$ cat config.mk
export PLATFORM = sky130hd
export DESIGN_NAME = rs_station
export DESIGN_NICKNAME = d
export VERILOG_FILES = /design/src/rtl/rs_pkg.sv /design/src/rtl/rs_first_one.sv /design/src/rtl/rs_age_matrix.sv /design/src/rtl/rs_entry.sv /design/src/rtl/rs_station.sv
export SDC_FILE = /design/constraint.sdc
export NUM_CORES = 1
export LEC_CHECK = 0
export BUFFER_PORTS_ARGS = -buffer_cell sky130_fd_sc_hd__buf_4
export CAP_MARGIN = 10
export CORE_MARGIN = 2
export CORE_UTILIZATION = 40
export DETAILED_ROUTE_END_ITERATION = 12
export SLEW_MARGIN = 20
export SYNTH_ARGS = -nofsm -noshare
export SYNTH_HDL_FRONTEND = slang
export SYNTH_SLANG_ARGS = --single-unit
export TNS_END_PERCENT = 30
$ cat constraint.sdc
create_clock -name clk -period 4.2 [get_ports clk]
set_input_delay 0.42 -clock clk [delete_from_list [all_inputs] [get_ports clk]]
set_output_delay 0.42 -clock clk [all_outputs]
set_load 0.05 [all_outputs]
$ cat src/rtl/rs_pkg.sv
package rs_pkg;

   // Readiness of one source operand
   typedef enum logic [1:0] {
      SRC_WAIT  = 2'd0,
      SRC_SPEC  = 2'd1,
      SRC_READY = 2'd2
   } src_state_e;

   // State reached by a waiting source on a matching broadcast
   function automatic src_state_e on_wake(input logic early);
      return early ? SRC_SPEC : SRC_READY;
   endfunction

endpackage

$ cat src/rtl/rs_first_one.sv
module rs_first_one #(
   parameter int N = 8
) (
   input  logic [N-1:0] req,
   output logic [N-1:0] onehot,
   output logic         any
);

   if (N < 1) begin : g_bad_n
      $error("rs_first_one: N must be at least 1");
   end

   always_comb begin
      onehot = '0;
      any    = 1'b0;
      for (int i = 0; i < N; i++) begin
         if (req[i] && !any) begin
            onehot[i] = 1'b1;
            any       = 1'b1;
         end
      end
   end

endmodule

$ cat src/rtl/rs_age_matrix.sv
module rs_age_matrix #(
   parameter int N = 8
) (
   input  logic         clk,
   input  logic         rst_n,
   input  logic [N-1:0] alloc_we,
   input  logic [N-1:0] valid,
   input  logic [N-1:0] req,
   output logic [N-1:0] oldest
);

   if (N < 2) begin : g_bad_n
      $error("rs_age_matrix: N must be at least 2");
   end

   // older_q[i][j] = 1 : slot i was allocated before slot j
   logic [N-1:0] older_q [N];
   logic [N-1:0] blocked;

   always_ff @(posedge clk or negedge rst_n) begin
      if (!rst_n) begin
         for (int i = 0; i < N; i++) older_q[i] <= '0;
      end else begin
         for (int i = 0; i < N; i++) begin
            for (int j = 0; j < N; j++) begin
               if (i != j) begin
                  if (alloc_we[i])      older_q[i][j] <= 1'b0;
                  else if (alloc_we[j]) older_q[i][j] <= 1'b1;
               end
            end
         end
      end
   end

   always_comb begin
      for (int i = 0; i < N; i++) begin
         blocked[i] = 1'b0;
         for (int j = 0; j < N; j++) begin
            if (j != i && req[j] && older_q[j][i]) blocked[i] = 1'b1;
         end
         oldest[i] = req[i] && !blocked[i];
      end
   end

   for (genvar i = 0; i < N; i++) begin : g_ord_i
      for (genvar j = i + 1; j < N; j++) begin : g_ord_j
         AST_AGE_ORDER: assert property (@(posedge clk) disable iff (!rst_n)
            (valid[i] && valid[j]) |-> (older_q[i][j] != older_q[j][i]));
      end
   end

endmodule

$ cat src/rtl/rs_entry.sv
module rs_entry
   import rs_pkg::*;
#(
   parameter int NUM_SRC   = 2,
   parameter int TAG_W     = 6,
   parameter int PAYLOAD_W = 32
) (
   input  logic                     clk,
   input  logic                     rst_n,
   input  logic                     flush,
   input  logic                     alloc_we,
   input  logic [PAYLOAD_W-1:0]     alloc_payload,
   input  logic [NUM_SRC*TAG_W-1:0] alloc_tags,
   input  logic [NUM_SRC-1:0]       alloc_rdy,
   input  logic                     wk_valid,
   input  logic [TAG_W-1:0]         wk_tag,
   input  logic                     wk_early,
   input  logic                     grant,
   output logic                     valid,
   output logic [PAYLOAD_W-1:0]     payload,
   output logic                     all_ready,
   output logic                     spec_ok
);

   localparam int TAGS_W = NUM_SRC * TAG_W;

   logic                 valid_q;
   logic [PAYLOAD_W-1:0] payload_q;
   logic [TAGS_W-1:0]    tags_q;
   logic [NUM_SRC-1:0]   src_ready;
   logic [NUM_SRC-1:0]   src_go;

   always_ff @(posedge clk or negedge rst_n) begin
      if (!rst_n) begin
         valid_q   <= 1'b0;
         payload_q <= '0;
         tags_q    <= '0;
      end else begin
         if (flush)         valid_q <= 1'b0;
         else if (alloc_we) valid_q <= 1'b1;
         else if (grant)    valid_q <= 1'b0;
         if (alloc_we) begin
            payload_q <= alloc_payload;
            tags_q    <= alloc_tags;
         end
      end
   end

   for (genvar s = 0; s < NUM_SRC; s++) begin : g_src
      src_state_e       st_q;
      src_state_e       st_d;
      logic [TAG_W-1:0] held_tag;
      logic [TAG_W-1:0] new_tag;
      logic             hit_held;
      logic             hit_new;

      assign held_tag = tags_q[s*TAG_W +: TAG_W];
      assign new_tag  = alloc_tags[s*TAG_W +: TAG_W];
      assign hit_held = wk_valid && (held_tag == wk_tag);
      assign hit_new  = wk_valid && (new_tag == wk_tag);

      always_comb begin
         st_d = st_q;
         if (alloc_we) begin
            if (alloc_rdy[s])  st_d = SRC_READY;
            else if (hit_new)  st_d = on_wake(wk_early);
            else               st_d = SRC_WAIT;
         end else begin
            unique case (st_q)
               SRC_WAIT:  if (hit_held) st_d = on_wake(wk_early);
               SRC_SPEC:  st_d = SRC_READY;
               SRC_READY: st_d = SRC_READY;
               default:   st_d = SRC_WAIT;
            endcase
         end
      end

      always_ff @(posedge clk or negedge rst_n) begin
         if (!rst_n) st_q <= SRC_WAIT;
         else        st_q <= st_d;
      end

      assign src_ready[s] = (st_q == SRC_READY);
      assign src_go[s]    = (st_q == SRC_READY) || (st_q == SRC_SPEC);

      AST_SPEC_RESOLVES: assert property (@(posedge clk) disable iff (!rst_n)
         (valid_q && st_q == SRC_SPEC && !flush && !grant) |=> (st_q == SRC_READY));
   end

   assign valid     = valid_q;
   assign payload   = payload_q;
   assign all_ready = valid_q && (&src_ready);
   assign spec_ok   = valid_q && (&src_go) && !(&src_ready);

   AST_ALLOC_FREE_SLOT: assert property (@(posedge clk) disable iff (!rst_n)
      alloc_we |-> !valid_q);

endmodule

$ cat src/rtl/rs_station.sv
module rs_station
   import rs_pkg::*;
#(
   parameter int NUM_ENTRIES = 8,
   parameter int NUM_SRC     = 2,
   parameter int TAG_W       = 6,
   parameter int PAYLOAD_W   = 32
) (
   input  logic                     clk,
   input  logic                     rst_n,
   input  logic                     flush,
   input  logic                     alloc_valid,
   input  logic [PAYLOAD_W-1:0]     alloc_payload,
   input  logic [NUM_SRC*TAG_W-1:0] alloc_src_tag,
   input  logic [NUM_SRC-1:0]       alloc_src_rdy,
   output logic                     alloc_full,
   input  logic                     wk_valid,
   input  logic [TAG_W-1:0]         wk_tag,
   input  logic                     wk_early,
   output logic                     disp_valid,
   output logic [PAYLOAD_W-1:0]     disp_payload,
   output logic                     disp_spec
);

   if (NUM_ENTRIES < 2) begin : g_bad_entries
      $error("rs_station: NUM_ENTRIES must be at least 2");
   end
   if (NUM_SRC < 1) begin : g_bad_src
      $error("rs_station: NUM_SRC must be at least 1");
   end
   if (TAG_W < 1 || PAYLOAD_W < 1) begin : g_bad_width
      $error("rs_station: TAG_W and PAYLOAD_W must be positive");
   end

   logic [NUM_ENTRIES-1:0] valid;
   logic [NUM_ENTRIES-1:0] free_slots;
   logic [NUM_ENTRIES-1:0] free_onehot;
   logic [NUM_ENTRIES-1:0] alloc_we;
   logic [NUM_ENTRIES-1:0] ready_mask;
   logic [NUM_ENTRIES-1:0] spec_mask;
   logic [NUM_ENTRIES-1:0] pick_req;
   logic [NUM_ENTRIES-1:0] grant;
   logic [PAYLOAD_W-1:0]   ent_payload [NUM_ENTRIES];
   logic                   any_free;
   logic                   any_ready;

   assign free_slots = ~valid;

   rs_first_one #(.N(NUM_ENTRIES)) u_free (
      .req    (free_slots),
      .onehot (free_onehot),
      .any    (any_free)
   );

   assign alloc_full = !any_free;
   assign alloc_we   = (alloc_valid && !flush) ? free_onehot : '0;

   for (genvar e = 0; e < NUM_ENTRIES; e++) begin : g_ent
      rs_entry #(
         .NUM_SRC   (NUM_SRC),
         .TAG_W     (TAG_W),
         .PAYLOAD_W (PAYLOAD_W)
      ) u_entry (
         .clk           (clk),
         .rst_n         (rst_n),
         .flush         (flush),
         .alloc_we      (alloc_we[e]),
         .alloc_payload (alloc_payload),
         .alloc_tags    (alloc_src_tag),
         .alloc_rdy     (alloc_src_rdy),
         .wk_valid      (wk_valid),
         .wk_tag        (wk_tag),
         .wk_early      (wk_early),
         .grant         (grant[e]),
         .valid         (valid[e]),
         .payload       (ent_payload[e]),
         .all_ready     (ready_mask[e]),
         .spec_ok       (spec_mask[e])
      );
   end

   // Tier choice: fully ready first, early-announced second
   assign any_ready = |ready_mask;
   assign pick_req  = any_ready ? ready_mask : spec_mask;

   rs_age_matrix #(.N(NUM_ENTRIES)) u_age (
      .clk      (clk),
      .rst_n    (rst_n),
      .alloc_we (alloc_we),
      .valid    (valid),
      .req      (pick_req),
      .oldest   (grant)
   );

   always_comb begin
      disp_payload = '0;
      for (int e = 0; e < NUM_ENTRIES; e++) begin
         disp_payload = disp_payload | (ent_payload[e] & {PAYLOAD_W{grant[e]}});
      end
   end

   assign disp_valid = |grant;
   assign disp_spec  = disp_valid && !any_ready;

   AST_GRANT_ONEHOT: assert property (@(posedge clk) disable iff (!rst_n)
      $onehot0(grant));

   AST_READY_FIRST: assert property (@(posedge clk) disable iff (!rst_n)
      any_ready |-> ((grant & ~ready_mask) == '0));

   AST_FULL_HOLDS: assert property (@(posedge clk) disable iff (!rst_n)
      (alloc_full && !flush && !disp_valid) |=> alloc_full);

   AST_FLUSH_EMPTY: assert property (@(posedge clk) disable iff (!rst_n)
      flush |=> (!disp_valid && !alloc_full));

endmodule

# Word level (Yosys, flattened, before mapping)
# Index checks and enable logic that the tools add are counted.
# word_totals
ff_bits,448
in_bits,58
output_inout_bits,35
# classes
n_eq_ne,66
n_mux,214
n_bitwise,16
n_reduce_logical,243
# op_table
cell,count
$and A32 B32 Y32,8
$or A32 B32 Y32,7
$mux W1,159
$logic_and A1 B1 Y1,115
$eq A6 B6 Y1,18
$mux W2,37
$pmux W2 S2,16
$reduce_bool A2 Y1,28
$ne A3 B2 Y1 const B,16
$eq A2 B1 Y1 const B,16
$eq A2 B2 Y1 const B,16
$logic_not A2 Y1,16
$reduce_and A2 Y1,16
$reduce_or A2 Y1,16
$logic_not A1 Y1,26
$reduce_bool A3 Y1,8
$logic_or A1 B1 Y1,16
$mux W8,2
$reduce_or A8 Y1,2
$not A8 Y8,1

# Depth between registers and ports, before layout
# Gate-level depths: netlist of the first run.
# depth
ltp_word,26
mapped_depth,11

# By module
# A second synthesis of the first run with hierarchy kept.
# hier_totals
hier_cells,1832
area_unflattened_um2,22216.3
# modules_own_cells
module,n_inst,cells_per_inst,area_per_inst_um2
rs_entry at g_ent[1].u_entry ...,7,170,2294.7
rs_entry at g_ent[0].u_entry,1,169,2275.9
rs_age_matrix,1,223,2232.1
rs_station,1,238,1549.0
rs_first_one,1,12,96.3

# Worst setup path after synthesis of the first run
# OpenSTA, ideal clock, no wires.
# synth_timing
kind,reg2out
start,register g_ent[0].u_entry.g_src[1].st_q[0]
end,output disp_spec
arrival_ns,2.827
t_required_ns,3.780
path_slack_ns,0.953
path_stages_with_launch,11
cell_sequence,dfrtp_1 inv_1 ha_1 and3_1 buf_4 nor4_4 and2_2 a21oi_1 a311oi_4 nor4_1 a21oi_1
# synth_between
elab_chain_len,18
elab_cells_between_ends,142
# synth_rtl
element,line_no,rtl
start: declaration,rs_entry.sv:50,src_state_e st_q;
start signal: assignment,rs_entry.sv:80,else st_q <= st_d;
branches (longest 17 deep; another with $reduce_or A8 Y1),n/a,
$logic_and A1 B1 Y1 (*),rs_station.sv:103,assign disp_spec = disp_valid && !any_ready;
end: declaration,rs_station.sv:22,output logic disp_spec
# Mark *: on every way between the ends.

# Final worst setup path of the first run
# layout_timing
start,register g_ent[3].u_entry.g_src[1].st_q[0]
end,output disp_valid
# layout_between
elab_chain_len,16
elab_cells_between_ends,140
# layout_rtl
element,line_no,rtl
start: declaration,rs_entry.sv:50,
start signal: assignment,rs_entry.sv:80,
$eq A2 B2 Y1,"rs_entry.sv:83, rs_entry.sv:84",
$reduce_and A2 Y1,"rs_entry.sv:92, rs_entry.sv:93",
$logic_and A1 B1 Y1,rs_entry.sv:92,assign all_ready = valid_q && (&src_ready);
$reduce_or A8 Y1,rs_station.sv:83,assign any_ready = |ready_mask;
$mux W8 (*),rs_station.sv:84,assign pick_req = any_ready ? ready_mask : spec_mask;
$logic_and A1 B1 Y1,rs_age_matrix.sv:39,if (j != i && req[j] && older_q[j][i]) blocked[i] = 1'b1;
$mux W1 (7 in a row),rs_age_matrix.sv:39,
$logic_not A1 Y1,rs_age_matrix.sv:41,oldest[i] = req[i] && !blocked[i];
$logic_and A1 B1 Y1,rs_age_matrix.sv:41,
$reduce_or A8 Y1 (*),rs_station.sv:102,assign disp_valid = |grant;
end: declaration,rs_station.sv:20,"output logic disp_valid,"
# Mark *: on every way between the ends. The rest lies on a longest branch, timed or not.

==> impl_metrics.py, run 1 <==
metrics = {
    "route": {
        "wirelength_um": 65300,
        "wl_per_cell_um": 20.3,
        "initialDrtViolationCount": 2052,
        "met1_length_um": 28500,
        "firstDrtPassIters": 7,
        "final_antenna_net_count": 0,
        "met2_length_um": 30300,
        "wl_met3_um": 4920,
        "viasPerCell": 5.48,
        "highest_layer": "met4",
        "vias": 17600,
        "drc": 0,
    },
    "place": {
        "io_buffers": 92,
        "dp.cells": 3117,
        "gp_congestion": 0.872,
        "dpl.hpwl_um": 39600,
    },
    "floorplanning": {
        "start_util_pct": 40.3,
        "die_area_mm2": 0.0557,
        "core-area_mm2": 0.0535,
        "die_h_um": 236,
        "fp.dieW_um": 236,
        "placementRows": 85,
        "ios": 93,
    },
    "status": {
        "status": "finished, final reports clean",
    },
    "worst_setup_path": {
        "critPathRequiredTime_ns": 3.78,
        "critPathArrivalTime_ns": 3.67,
        "path_class": "flip-flop to primary output",
        "cp-start-kind": "flip-flop",
        "path_max_fanout": 7,
        "crit_path_end_kind": "primary output",
    },
    "yosys": {
        "synth_nets": 2590,
        "synth_cell_types": 55,
        "syn_area_per_cell_um2": 8.67,
        "synth-seq-cells": 448,
        "syn_inst": 2484,
        "syn_area_mm2": 0.0215,
        "synth_seq_area_share_pct": 52.1,
        "ys_warn_count": 0,
    },
    "power": {
        "leakagePower_nw": 12.4,
        "powerDensity_mw_per_mm2": 501,
        "irDropWorstVdd_uv": 396,
    },
    "sta": {
        "final.setup_skew_ns": 0.0273,
        "post-route-min-period_ns": 4.09,
        "period_share_pct": 97.3,
        "holdWs_ns": 0.0674,
        "relSlewSlack_pct": 24.6,
        "hold_violations": 0,
        "setup_viol": 0,
        "drv_slew": 0,
        "tightestPinTransition_ns": 1.12,
        "clock.fmax_mhz": 245,
    },
    "cts": {
        "cts.clk_slew.worst_paths_ns": 0.06,
        "cts.sinks": 448,
        "clock_latency_ns": 0.61,
        "htree_levels": 2,
        "numCtsBuffers": 49,
        "clock-root-buffer": "clkbuf_16",
        "cts_tree": "built",
        "clock_path_buffers": 3,
    },
    "worst_hold_path": {
        "min-delay-path-class": "primary input to flip-flop",
    },
    "global_routing": {
        "grt_pass1_wl_um": 103000,
        "grt.total_usage_pct": 23.6,
        "grt_pass1_vias": 17600,
        "overflow": 0,
        "grt_max_degree": 105,
        "antenna_found_initial": 1,
    },
    "layout": {
        "multiInputGateArea_mm2": 0.00944,
        "area_growth_pct": 13.8,
        "final_cells": 3217,
        "drive_gt1_share_pct": 10.8,
        "fill_cells": 5058,
        "nets": 2591,
        "final-seq-area_mm2": 0.0112,
    },
    "job": {
        "drv_cap": 0,
    },
}
[critical path, cell delays in order, from the launching register on]
cell,delay (ns)
dfrtp_1,0.40
inv_1,0.10
ha_1,0.21
and3_1,0.44
nor4_4,0.08
buf_4,0.17
and2_2,0.24
a21oi_1,0.26
nor3_4,0.06
buf_4,0.18
nor4_1,0.43
nand2_1,0.23
buf_4,0.25
[layer usage]
layer	track usage (%)	vias up
li1	-	8105
met1	32.4	8734
met2	37.8	683
met3	4.27	102
met4	7.84	0
met5	0	-
[synth_stat cells (all sizes together)]
library cell,n,share of area [%]
nand2,1102,19
nor4b,4,0.16
a21o,1,0.035
ha,48,2.8
xnor2,61,2.5
nand2b,15,0.44
nand3b,6,0.21
o21ai,19,0.44
a221oi,6,0.24
a22o,3,0.12
or2,2,0.058
nand3,41,0.95
a22oi,70,2.4
nor4,25,1.2
or4b,1,0.046
mux2i,13,0.60
dfrtp,448,52
a222oi,66,3.1
o311a,2,0.093
a311oi,1,0.12
o211ai,3,0.13
nor3b,2,0.093
o21a,1,0.035
a21oi,33,0.78
a211oi,4,0.14
o31ai,1,0.035
clkbuf,131,2.4
nor2,118,2.1
o221ai,1,0.041
or3,5,0.15
nand4,18,0.52
inv,38,0.66
buf,69,1.9
or3b,2,0.081
xor2,47,1.9
nor3,20,0.58
o22ai,13,0.38
o2111ai,2,0.11
and3,18,0.53
nor2b,11,0.32
and2,1,0.035
a31oi,12,0.35
[cell families after synthesis]
| kind of cell | Yosys count | share of synthesized area (%) |
|---|---|---|
| compound gates | 238 | 8.57 |
| flops | 448 | 52.1 |
| buf+inv | 238 | 4.96 |
| xor+xnor | 108 | 4.39 |
| fa+ha+maj | 48 | 2.79 |
| simple gates | 1391 | 26.6 |
| mux | 13 | 0.604 |
[layout by cell type (no fill, tap or decap), types with 8 or more instances in the layout]
master     instances
xnor2_1           61
ha_1              48
clkbuf_8           8
buf_4            137
dfrtp_1          448
nand2b_1          15
a31oi_1            8
inv_1             38
clkbuf_1          12
nand2_1         1101
and3_1            10
buf_12             8
o21ai_0           19
mux2i_1           13
nor4_1            17
nand3_1           41
nor2_1           116
a22oi_1           70
a21oi_1           30
xor2_1            47
clkbuf_16         50
clkinv_2           8
o22ai_1           13
nor2b_1           10
a222oi_1          66
nand4_1           18
nor3_1            13
[metrics by stage]
step | power [mW] | TNS (ns) | utilization, % | setup slack [ns] | instance area [um2]
floorplan | 7.16 | 0 | - | 0.953 | 21500
global placement | 7.83 | 0 | 42.4 | 0.451 | 22700
detailed placement | 7.94 | 0 | 42.4 | 0.387 | 22700
CTS | 12.3 | 0 | 45.5 | 0.0289 | 24300
global route | 12.9 | -0.00323 | 45.8 | -0.00323 | 24500
finish | 12.3 | 0 | 45.8 | 0.115 | 24500
[state kept, by name, indices dropped and copies added, names as in the netlist]
register,cells
g_ent.u_entry.payload,256
g_ent.u_entry.g_src.st_q,32
u_age.older_q,56
g_ent.u_entry.tags_q,96
g_ent.u_entry.valid,8
[path summary, 6_finish.rpt]
kind,from,to,slack (ns),depth (start not counted)
worst max-delay path,g_ent[3].u_entry.g_src[1].st_q[0],disp_valid,0.11,12
worst min-delay path,alloc_payload[0],g_ent[7].u_entry.payload[0],0.07,3
worst max register to register,g_ent[0].u_entry.valid,g_ent[6].u_entry.payload[26],1.23,6
worst min register to register,g_ent[6].u_entry.payload[9],g_ent[6].u_entry.payload[9],0.47,2
max in group asynchronous,rst_n,g_ent[0].u_entry.payload[9],2.64,3
min in group asynchronous,rst_n,g_ent[6].u_entry.tags_q[9],0.48,2
[area by class of cell]
class                   instances  area share, %
clock buffers                  70           5.74
multi-input cells            1799           38.5
well taps                     696           3.55
flip-flops and latches        448           45.8
inverters                      38          0.582
repair buffers                149           5.05
clock inverters                16          0.786
diodes                          1         0.0102
[repair_timing]
item / in CTS / in global routing
hold endpoints to repair: 97 / 0
buffers inserted: 5 / 6
cloned: 0 / 1
resized for setup: 7 / 18
setup endpoints to repair: 34 / 31
pin swaps: 3 / 7
hold buffers: 1 / 0
[power by group]
group / total, mW / switching [mW] / internal, mW
registers: 5.47 / 0.467 / 5.00
clock network: 4.33 / 1.82 / 2.51
logic: 2.47 / 1.54 / 0.939
total: 12.3 / 3.82 / 8.45
Power figures use the tool's default switching activity.
==> run 2: changes to the inputs <==
Settings changed: BUFFER_PORTS_ARGS -buffer_cell sky130_fd_sc_hd__buf_4 to default, DONT_BUFFER_PORTS from default to 1.
==> run 2 against run 1 <==
The flow now finishes with violations (hold timing, slew limit); power grew 0.12%; routed wire length rose by 1.5%; global-route usage rose by 0.23 points; core utilization fell by 0.084 points; non-clock buffer count fell by 23; die area unchanged; count of clock-buffer cells in the layout is 7 higher; largest power group unchanged; critical path depth stayed put; clock skew is 0.0075 ns lower; setup slack better by 0.0037 ns.
==> impl_metrics.py, run 2 (synthesized netlist as in run 1, its figures left out) <==
metrics = {
    "sta": {
        "hold_violations": 448,
        "tightestPinTransition_ns": 1.61,
        "drv_slew": 98,
        "rsz0062_at_grt": "true",
        "relSlewSlack_pct": -7.47,
        "holdWs_ns": -0.458,
        "period_share_pct": 97.2,
        "final.setup_skew_ns": 0.0198,
        "setup_viol": 0,
        "clock.fmax_mhz": 245,
        "post-route-min-period_ns": 4.08,
    },
    "global_routing": {
        "grt_pass1_vias": 17900,
        "overflow": 0,
        "grt_max_degree": 449,
        "grt.total_usage_pct": 23.8,
        "antenna_found_initial": 2,
        "grt_pass1_wl_um": 104000,
    },
    "route": {
        "viasPerCell": 5.52,
        "initialDrtViolationCount": 1775,
        "wirelength_um": 66400,
        "wl_per_cell_um": 20.7,
        "vias": 17700,
        "firstDrtPassIters": 9,
        "drc": 0,
        "final_antenna_net_count": 0,
    },
    "layout": {
        "fill_cells": 4995,
        "largest_reg_flops": 256,
        "drive_gt1_share_pct": 8.12,
        "final_common_cell": "nand2_1",
        "fin_util_pct": 45.7,
        "nets": 2567,
        "final_cell_mix": "nand2_1 (1,100), dfrtp_1 (448), nor2_1 (116), buf_4 (72), a22oi_1 (70)",
        "area_growth_pct": 13.6,
    },
    "cts": {
        "htree_levels": 2,
        "hold_buffers": 45,
        "clock_latency_ns": 0.60,
        "numCtsBuffers": 49,
        "clock-root-buffer": "clkbuf_16",
        "clock_path_buffers": 3,
        "cts.sinks": 448,
        "cts.clk_slew.worst_paths_ns": 0.06,
        "cts_tree": "built",
    },
    "worst_setup_path": {
        "critPathRequiredTime_ns": 3.78,
        "cpLargestDelayFamily": "compound AO/OA/AOI/OAI gates",
        "crit_path_end_kind": "primary output",
        "crit_start": "g_ent[3].u_entry.g_src[1].st_q[0]",
        "r2r_slack_ns": 1.15,
        "cp-start-kind": "flip-flop",
        "critPathSlowestCell": "nor4_4",
        "worstPathCellList": "inv_1 -> ha_1 -> nand3_1 -> nor4_4 -> a21oi_4 -> o2111ai_2 -> nor3_4 -> buf_12 -> buf_4 -> a222oi_1 -> nand3_1 -> buf_4",
        "path_class": "flip-flop to primary output",
        "path_max_fanout": 20,
        "critPathArrivalTime_ns": 3.66,
        "r2r_start": "g_ent[0].u_entry.valid",
        "max_stage_delay_ns": 0.44,
        "critical_path_buf_inv_count": 4,
    },
    "place": {
        "io_buffers": 0,
        "gp_congestion": 0.903,
        "dpl.hpwl_um": 39600,
    },
    "job": {
        "drv_cap": 0,
    },
    "power": {
        "switchingPower_mw": 3.70,
        "clkPwrFrac_pct": 36.5,
        "p_sw_share_pct": 30.1,
        "leakagePower_nw": 12.3,
        "p_comb_share_pct": 19.0,
        "total_power_mw": 12.3,
        "irDropWorstVdd_uv": 349,
        "powerDensity_mw_per_mm2": 502,
        "seqPwrFrac_pct": 44.4,
        "intPower_mw": 8.59,
    },
    "floorplanning": {
        "ios": 93,
        "die_area_mm2": 0.0557,
        "core-area_mm2": 0.0535,
        "start_util_pct": 40.3,
        "fp.dieW_um": 236,
        "die_h_um": 236,
        "placementRows": 85,
    },
    "worst_hold_path": {
        "min-delay-path-class": "primary input to async pin",
    },
    "status": {
        "violations": "hold timing, slew limit",
        "status": "complete, but fails checks",
    },
}
[run 2: final cells by class]
cell class | count | area [um2] | share of cell area (%)
Sequential cell | 448 | 11200 | 45.8
Inverter | 38 | 143 | 0.583
Timing Repair Buffer | 126 | 1140 | 4.68
Multi-Input combinational cell | 1798 | 9400 | 38.4
Clock inverter | 13 | 195 | 0.798
Clock buffer | 77 | 1480 | 6.06
Tap cell | 696 | 871 | 3.56
Antenna cell | 2 | 5.00 | 0.0205
[run 2: worst paths after layout]
path | endpoint | cells past startpoint
setup / recovery | disp_payload[2] | 12
hold / removal | g_ent[6].u_entry.tags_q[11] | 0
setup reg to reg | g_ent[7].u_entry.g_src[0].st_q[0] | 7
hold reg to reg | g_ent[1].u_entry.payload[13] | 2
max in group asynchronous | u_age.older_q[50] | 0
min in group clk | g_ent[4].u_entry.valid | 2
[run 2: timing repair]
action / 4_1_cts / 5_1_grt
pin swaps: 1 / 6
resized for setup: 7 / 12
setup endpoints to repair: 34 / 30
setup buffers: 2 / 4
endpoints found under the hold margin: 806 / 448
gates cloned: 0 / 0
[run 2: per-layer routing]
metal | global-route usage (%) | up-vias | share of wire, % | wire length [um]
met5 | 0 | - | 0 | 0
met4 | 8.22 | 0 | 2.6 | 1750
met3 | 3.71 | 114 | 7.2 | 4800
met2 | 39.3 | 702 | 47 | 31400
met1 | 32.0 | 8793 | 43 | 28400
li1 | - | 8049 | - | -
[run 2: power by group through the flow]
stage               clock network [mW]  logic, mW  registers [mW]
finish                            4.49       2.34            5.46
floorplan                            0       1.77            5.39
global route                      4.74       2.61            5.54
detailed placement                   0       2.18            5.52
global placement                     0       2.09            5.50
CTS                               4.56       2.30            5.45
[run 2: per-stage QoR]
stage / cell area [um2] / hold WS, ns / worst slack, ns / std cells / TNS, ns
2_1_floorplan: 21500 / 0.124 / 0.953 / 2484 / 0
3_3_place_gp: 22200 / 0.177 / 0.445 / 3055 / 0
3_5_place_dp: 22200 / 0.178 / 0.353 / 3055 / 0
4_1_cts: 24400 / -0.469 / 0.00412 / 3192 / 0
5_1_grt: 24500 / -0.481 / -0.0523 / 3197 / -0.166
6_report: 24500 / -0.458 / 0.118 / 3198 / 0
[run 2: worst register-to-register path, cell delays in order, from the launching register on]
cell	delay [ns]
dfrtp_1	0.50
nand2_1	0.22
or3_1	0.60
or3_2	0.88
buf_4	0.42
nor2_1	0.17
nor3_1	0.07
a21oi_1	0.12
